==> src/rtl/rxf_pkg.sv <==
package rxf_pkg;
  // trigger level for a 2-bit code
  function automatic int unsigned trig_level(input logic [1:0] code);
    case (code)
      2'd0:    return 1;
      2'd1:    return 4;
      2'd2:    return 8;
      default: return 14;
    endcase
  endfunction

  // occupancy after one cycle of accepted push / pop
  function automatic int unsigned next_occ(input int unsigned occ, input logic inc,
                                           input logic dec);
    return occ + (inc ? 1 : 0) - (dec ? 1 : 0);
  endfunction
endpackage

==> src/rtl/rxf_store.sv <==
module rxf_store #(
  parameter int DEPTH = 16,
  parameter int DW    = 8,
  localparam int AW   = $clog2(DEPTH),
  localparam int CW   = $clog2(DEPTH + 1)
) (
  input  logic          clk,
  input  logic          rst_n,
  input  logic          clear,
  input  logic          wr_en,
  input  logic [DW-1:0] wr_data,
  input  logic          rd_en,
  output logic [CW-1:0] occ,
  output logic [CW-1:0] occ_nxt,
  output logic [DW-1:0] head_data,
  output logic          empty,
  output logic          full
);
  import rxf_pkg::*;

  logic [DW-1:0] mem [DEPTH];
  logic [AW-1:0] wptr, rptr;

  function automatic logic [AW-1:0] bump(input logic [AW-1:0] p);
    return (p == AW'(DEPTH - 1)) ? '0 : p + 1'b1;
  endfunction

  assign empty     = (occ == '0);
  assign full      = (occ == CW'(DEPTH));
  assign head_data = empty ? '0 : mem[rptr];
  assign occ_nxt   = clear ? '0 : CW'(next_occ(int'(occ), wr_en, rd_en));

  for (genvar i = 0; i < DEPTH; i++) begin : g_cell
    always_ff @(posedge clk)
      if (wr_en && wptr == AW'(i)) mem[i] <= wr_data;
  end

  always_ff @(posedge clk) begin
    if (!rst_n || clear) begin
      wptr <= '0;
      rptr <= '0;
      occ  <= '0;
    end else begin
      if (wr_en) wptr <= bump(wptr);
      if (rd_en) rptr <= bump(rptr);
      occ <= occ_nxt;
    end
  end

  AST_NO_OVERFLOW: assert property (@(posedge clk) disable iff (!rst_n)
    occ <= CW'(DEPTH));
  AST_CNT_STEP: assert property (@(posedge clk) disable iff (!rst_n)
    (wr_en && !rd_en && !clear) |=> (occ == $past(occ) + 1'b1));
  AST_FLUSH_EMPTY: assert property (@(posedge clk) disable iff (!rst_n)
    clear |=> empty);
endmodule

==> src/rtl/rxf_flags.sv <==
module rxf_flags #(
  parameter int CW = 5
) (
  input  logic          clk,
  input  logic          rst_n,
  input  logic          clear,
  input  logic          push_ok,
  input  logic          push_drop,
  input  logic          pop_ok,
  input  logic          pop_clr,
  input  logic          tick,
  input  logic          rie,
  input  logic          reie,
  input  logic          ovr_clr,
  input  logic          other_err,
  input  logic [CW-1:0] occ_nxt,
  input  logic [CW-1:0] lvl,
  output logic          rdf,
  output logic          dr,
  output logic          ovr,
  output logic          rx_irq,
  output logic          err_irq,
  output logic          dma
);
  logic arrived_q, prev_q;
  logic rdf_n, dr_n, irq_n, dma_n, arr_n, prev_n, ovr_n, err_n;
  logic full_evt, drain_evt, quiet_evt, rcvd;

  // named events for checking
  assign full_evt  = push_ok && (occ_nxt >= lvl);
  assign drain_evt = pop_ok && pop_clr && (occ_nxt < lvl);
  assign rcvd      = arrived_q || push_ok;

  always_comb begin
    rdf_n = rdf; dr_n = dr; irq_n = rx_irq; dma_n = 1'b0;
    arr_n = arrived_q; prev_n = prev_q; quiet_evt = 1'b0;
    if (clear) begin
      rdf_n = 1'b0; dr_n = 1'b0; irq_n = 1'b0;
      arr_n = 1'b0; prev_n = 1'b0;
    end else begin
      if (full_evt) begin
        rdf_n = 1'b1; dma_n = 1'b1;
        if (rie) irq_n = 1'b1;
      end
      if (drain_evt) begin
        rdf_n = 1'b0;
        if (occ_nxt == '0) dr_n = 1'b0;
        if (!rdf_n && !dr_n) irq_n = 1'b0;
      end
      if (tick) begin
        quiet_evt = !rcvd && !prev_q && (occ_nxt != '0) && (occ_nxt < lvl) && !dr_n;
        if (quiet_evt) begin
          dr_n = 1'b1; dma_n = 1'b1;
          if (rie) irq_n = 1'b1;
        end
        prev_n = rcvd;
        arr_n  = 1'b0;
      end else begin
        arr_n = rcvd;
      end
    end
    ovr_n = ovr; err_n = err_irq;
    if (ovr_clr) begin
      ovr_n = 1'b0;
      if (!other_err) err_n = 1'b0;
    end
    if (push_drop) begin
      ovr_n = 1'b1;
      if (rie || reie) err_n = 1'b1;
    end
  end

  always_ff @(posedge clk) begin
    if (!rst_n) begin
      rdf <= 1'b0; dr <= 1'b0; rx_irq <= 1'b0; dma <= 1'b0;
      arrived_q <= 1'b0; prev_q <= 1'b0; ovr <= 1'b0; err_irq <= 1'b0;
    end else begin
      rdf <= rdf_n; dr <= dr_n; rx_irq <= irq_n; dma <= dma_n;
      arrived_q <= arr_n; prev_q <= prev_n; ovr <= ovr_n; err_irq <= err_n;
    end
  end

  AST_FULL_SET: assert property (@(posedge clk) disable iff (!rst_n)
    (full_evt && !clear) |=> (rdf && dma));
  AST_OVR_STICKY: assert property (@(posedge clk) disable iff (!rst_n)
    (ovr && !ovr_clr) |=> ovr);
  AST_ERR_KEEP: assert property (@(posedge clk) disable iff (!rst_n)
    (err_irq && ovr_clr && other_err) |=> err_irq);
  AST_DR_ON_TICK: assert property (@(posedge clk) disable iff (!rst_n)
    $rose(dr) |-> $past(tick));
  AST_DRAIN_CLEARS: assert property (@(posedge clk) disable iff (!rst_n)
    (drain_evt && !clear) |=> !rdf);
endmodule

==> src/rtl/rx_trig_fifo.sv <==
module rx_trig_fifo #(
  parameter int DEPTH = 16,
  parameter int DW    = 8,
  localparam int CW   = $clog2(DEPTH + 1)
) (
  input  logic          clk,
  input  logic          rst_n,
  input  logic          rx_en,
  input  logic          rx_irq_en,
  input  logic          rx_err_irq_en,
  input  logic [1:0]    trig_sel,
  input  logic          in_valid,
  input  logic [DW-1:0] in_byte,
  input  logic          frame_tick,
  input  logic          rd_pop,
  input  logic          rd_may_clear,
  output logic [DW-1:0] rd_byte,
  input  logic          fifo_flush,
  input  logic          ovr_wr_zero,
  input  logic          other_err_pending,
  output logic [CW-1:0] occupancy,
  output logic          full_flag,
  output logic          ready_flag,
  output logic          overrun_flag,
  output logic          rx_irq,
  output logic          err_irq,
  output logic          dma_req
);
  import rxf_pkg::*;

  logic          push_try, push_ok, push_drop, pop_ok;
  logic          empty, full;
  logic [CW-1:0] occ_nxt, lvl;

  assign lvl       = CW'(trig_level(trig_sel));
  assign push_try  = in_valid && rx_en && !overrun_flag && !fifo_flush;
  assign push_ok   = push_try && !full;
  assign push_drop = push_try && full;
  assign pop_ok    = rd_pop && !empty && !fifo_flush;

  rxf_store #(.DEPTH(DEPTH), .DW(DW)) u_store (
    .clk(clk), .rst_n(rst_n), .clear(fifo_flush),
    .wr_en(push_ok), .wr_data(in_byte), .rd_en(pop_ok),
    .occ(occupancy), .occ_nxt(occ_nxt), .head_data(rd_byte),
    .empty(empty), .full(full)
  );

  rxf_flags #(.CW(CW)) u_flags (
    .clk(clk), .rst_n(rst_n), .clear(fifo_flush),
    .push_ok(push_ok), .push_drop(push_drop), .pop_ok(pop_ok),
    .pop_clr(rd_may_clear), .tick(frame_tick),
    .rie(rx_irq_en), .reie(rx_err_irq_en),
    .ovr_clr(ovr_wr_zero), .other_err(other_err_pending),
    .occ_nxt(occ_nxt), .lvl(lvl),
    .rdf(full_flag), .dr(ready_flag), .ovr(overrun_flag),
    .rx_irq(rx_irq), .err_irq(err_irq), .dma(dma_req)
  );

  AST_BLOCKED: assert property (@(posedge clk) disable iff (!rst_n)
    (overrun_flag && in_valid && !rd_pop && !fifo_flush) |=> $stable(occupancy));
  AST_FLUSH_IRQ: assert property (@(posedge clk) disable iff (!rst_n)
    fifo_flush |=> (!rx_irq && !full_flag && !ready_flag));
  AST_EMPTY_POP: assert property (@(posedge clk) disable iff (!rst_n)
    (rd_pop && occupancy == '0 && !in_valid) |=> (occupancy == '0));
  AST_DROP_OVR: assert property (@(posedge clk) disable iff (!rst_n)
    push_drop |=> overrun_flag);
endmodule

==> config.mk <==
export PLATFORM = sky130hd
export DESIGN_NAME = rx_trig_fifo
export DESIGN_NICKNAME = d
export VERILOG_FILES = /design/src/rtl/rxf_pkg.sv /design/src/rtl/rxf_store.sv /design/src/rtl/rxf_flags.sv /design/src/rtl/rx_trig_fifo.sv
export SDC_FILE = /design/constraint.sdc
export NUM_CORES = 1
export LEC_CHECK = 0
export ABC_AREA = 1
export ABC_CLOCK_PERIOD_IN_PS = 7800
export BUFFER_PORTS_ARGS = -buffer_cell sky130_fd_sc_hd__buf_2
export CAP_MARGIN = 20
export CORE_MARGIN = 1
export CORE_UTILIZATION = 60
export DETAILED_ROUTE_END_ITERATION = 10
export MAX_ROUTING_LAYER = met4
export PLACE_DENSITY = 0.83
export SLEW_MARGIN = 20
export SYNTH_ARGS = -nofsm -noshare
export SYNTH_HDL_FRONTEND = slang
export SYNTH_HIERARCHICAL = 1
export SYNTH_SLANG_ARGS = --single-unit
==> constraint.sdc <==
create_clock -name clk -period 7.8 [get_ports clk]
set_input_delay 0.39 -clock clk [delete_from_list [all_inputs] [get_ports clk]]
set_output_delay 0.39 -clock clk [all_outputs]
set_load 0.05 [all_outputs]
==> impl_results.md <==
* Largest net degree at the start of global routing at 66
* CP Class: flip-flop to flip-flop
* Hold path depth at 2
* Syn Area/Cell at 10.3 sq um
* R2R Path End: u_flags/rx_irq$_SDFF_PP0_
* Run status: finished clean
* Worst Setup End Kind: flip-flop
* # DRC at 0
* Post-DR vias/cell at 5.93
* Core area at about 11000 sq um
* Max Cap Viol at 0
* Worst VDD drop at 0.143 mV
* Antenna Nets Post-Route at 0
* Io pins at 41
* H-tree depth at 4
* # port buffers at 40
* Global Route met3 Usage at 6.30%
* Final count of hold timing violations at 0
* Number of global-route vias before repair at 4767
* Diodes inserted at 0
* Arr. time, crit path at 4.74 ns
* Die area at 11500 sq um
* TritonCTS Buffers at 17
* Initial DRC count at 604
* First-pass GRT wire length at 23.3 mm
* Main synth FF type: edfxtp_1
* Fin Hold WS at slightly below 0.08 ns
* Count of final max-slew check failures at 0
* CTS resizes at 0
* Setup Total Neg Slack at 0 ns
* Final Power at 0.00191 W
* Site row count at 38
* Worst R2R Setup Slack at approximately 3.5 ns
* Cell variety after synth at 29
* Total gr overflow at 0
* Post-synthesis register bit count at 153
* Startpoint of the worst hold path: frame_tick
* CTS Sinks at around 150
* CTS hold repair buffers at 0
* Die width at 107 microns
* Post-synth top cells: 200 x nand2_1, 128 x edfxtp_1, 107 x nand3_1
* Gr usage total at 28.8%
* Leakage Power at 2.94 nW
* Pwr dens at between 200 and 300 nW/um^2
* Layout cell share with drive strength beyond 1 at 11.8%
* Synth area leader: edfxtp_1
* WL/cell at ~18 microns
* M2 GR Usage at 44.9%
* CTS tree: built
* Min Tclk post-route at 4.32 ns
* DP Wirelength at approximately 9 mm
* Setup violators final at 0
* Global Route met1 Usage at 35.5%
* Drt total wl at between 15 and 20 mm
* Setup WS pre-CTS at around 3.6 ns
* Net Count, Synth at 685
* Register area share after synthesis at 65.1%
* RSZ-0062 raised after global routing: false
* Hold endpoint: u_flags/prev_q$_SDFFE_PP0P_
* Async set or reset register ratio after synthesis at 0%
* Synthesized area at 6670 sq um
* Vias at just under 5000
* Worst R2R Start: u_store/occ[2]$_SDFF_PP0_
* Ys Warns at 6
* Required @ worst endpoint at 8.22 ns
* Worst Path Max Fanout at 9
* Synth-to-Final Area Change at 12.5%
* Ranking of synthesized cells by area: edfxtp_1 58%, nand2_1 11%, nand3_1 8.0%, dfxtp_1 7.5%, ha_1 3.0%
* Clock buffer depth at 2
* Tcrit/Tclk final at 55.4%
* Post-route design area at 7500 sq um
* Max-Slew Margin vs Limit at 26.3%
* Clock Pin Slew Worst Setup and Hold Paths at 0.06 ns
* Share of the synthesized area in the top cell type at 57.6%
* Hold Path Class: primary input to flip-flop
* Clock Tree Root: clkbuf_8
* Nets at 721
* Worst Skew at 0.00966 ns
* FMAX at roughly 230 MHz
* Dpl cell area at approximately 6900 sq um
* GP Congestion at 0.893
* GRT busiest layer: met2
* Critical path launch point type: flip-flop
* Count leader, synth: nand2_1
* Die Y at 107 microns
* Post-Synthesis Cells at 646
* Antenna violations before repair at 0
* Final WS setup at between 3 and 4 ns
* Initial Util at 61.5%
* EDFF count, synth at 128
* Slew @ Worst Pin at 1.10 ns
* Reg2Reg Depth at 26
* DR pass1 iterations at 5
* Worst skew pair latency at approximately 0.53 ns
* Post-CTS setup buffer count at 0
-- flip-flops by register name (all words and copies together) (netlist names), named ones only --
register,flops
u_flags/arrived_q,1
u_flags/dma,1
u_flags/dr,1
u_flags/err_irq,1
u_flags/ovr,1
u_flags/prev_q,1
u_flags/rdf,1
u_flags/rx_irq,1
u_store/mem,128
u_store/occ,5
u_store/rptr,4
u_store/wptr,4
-- critical path, cell delays in order (launching register included) --
cell,delay [ns]
dfxtp_1,0.37
inv_1,0.08
ha_1,0.20
nand3_1,0.11
nor2_1,0.17
nor3b_1,0.63
ha_1,0.35
inv_1,0.08
ha_1,0.18
inv_1,0.06
fa_1,0.36
inv_1,0.09
nand2_1,0.07
nand2_1,0.07
a21oi_1,0.07
nand2_1,0.06
nand2_1,0.06
nor2_1,0.13
ha_1,0.26
nand2_1,0.11
inv_1,0.07
a21oi_1,0.26
nand3_2,0.12
nand3_1,0.09
nand2_1,0.05
nand2_1,0.05
a21oi_1,0.06
-- cell families (layout without fill, tap and decap cells) --
| family | Yosys count | after routing | share of synthesized area, % |
|---|---|---|---|
| compound gates | 30 | 30 | 2.34 |
| xor+xnor | 1 | 1 | 0.131 |
| fa+ha+maj | 17 | 17 | 3.30 |
| buf+inv | 78 | 127 | 5.66 |
| flops | 153 | 153 | 65.1 |
| mux | 1 | 1 | 0.150 |
| other cells | 1 | 1 | 0.0562 |
| simple gates | 365 | 365 | 23.2 |
-- layout by cell type (no fill, tap or decap), types with 2 or more instances in the layout --
cell,Yosys,routed
buf_2,11,40
nor2_1,41,41
a21oi_1,21,21
edfxtp_1,128,128
clkbuf_1,4,3
nand2_1,200,200
buf_4,5,3
bufinv_16,0,4
nand3_1,107,107
nor2_2,2,2
dfxtp_1,25,24
o21ai_0,6,6
ha_1,16,16
a211oi_1,2,2
inv_2,2,2
clkbuf_16,0,16
clkinv_2,0,4
nand4_1,4,4
nor3_1,5,4
clkinv_4,0,2
nor3_2,1,2
inv_1,49,49
-- report_power, final --
group,internal (W),total [W],switching [W],leakage (nW)
Clock,0.000519,0.000840,0.000320,0.293
Sequential,0.000891,0.000895,0.00000450,1.35
Combinational,0.0000444,0.000176,0.000132,1.30
Total,0.00145,0.00191,0.000456,2.94
-- metrics by stage --
stage          cells  util (%)
2_1_floorplan    646         -
3_3_place_gp     802      63.5
3_5_place_dp     802      63.5
4_1_cts          834      69.0
5_1_grt          835      69.2
6_report         835      69.2
-- routing by layer --
metal | wire length (microns) | part of all wire [%]
met1 | 6110 | 40
met4 | 546 | 3.5
met2 | 7340 | 48
met3 | 1400 | 9.1
met5 | 0 | 0
-- cell type report --
class                   instances  area [sq um]
clock inverters                12           174
clock buffers                  20           425
flip-flops and latches        153          4350
repair buffers                 44           238
fillers                       726          3340
well taps                     140           175
multi-input cells             415          1950
inverters                      51           191
-- worst max-delay path by stage --
stage | startpoint | slack [ns] | endpoint
2_1_floorplan | u_store/occ[2]$_SDFF_PP0_ | 3.76 | u_flags/dr$_SDFF_PP0_
3_3_place_gp | u_store/occ[3]$_SDFF_PP0_ | 3.95 | u_flags/dr$_SDFF_PP0_
3_5_place_dp | u_store/occ[2]$_SDFF_PP0_ | 3.60 | u_flags/dr$_SDFF_PP0_
4_1_cts | u_store/occ[2]$_SDFF_PP0_ | 3.60 | u_flags/rx_irq$_SDFF_PP0_
5_1_grt | u_store/occ[2]$_SDFF_PP0_ | 3.00 | u_flags/dr$_SDFF_PP0_
6_report | u_store/occ[2]$_SDFF_PP0_ | 3.48 | u_flags/rx_irq$_SDFF_PP0_
(Power assumes the default switching activity.)
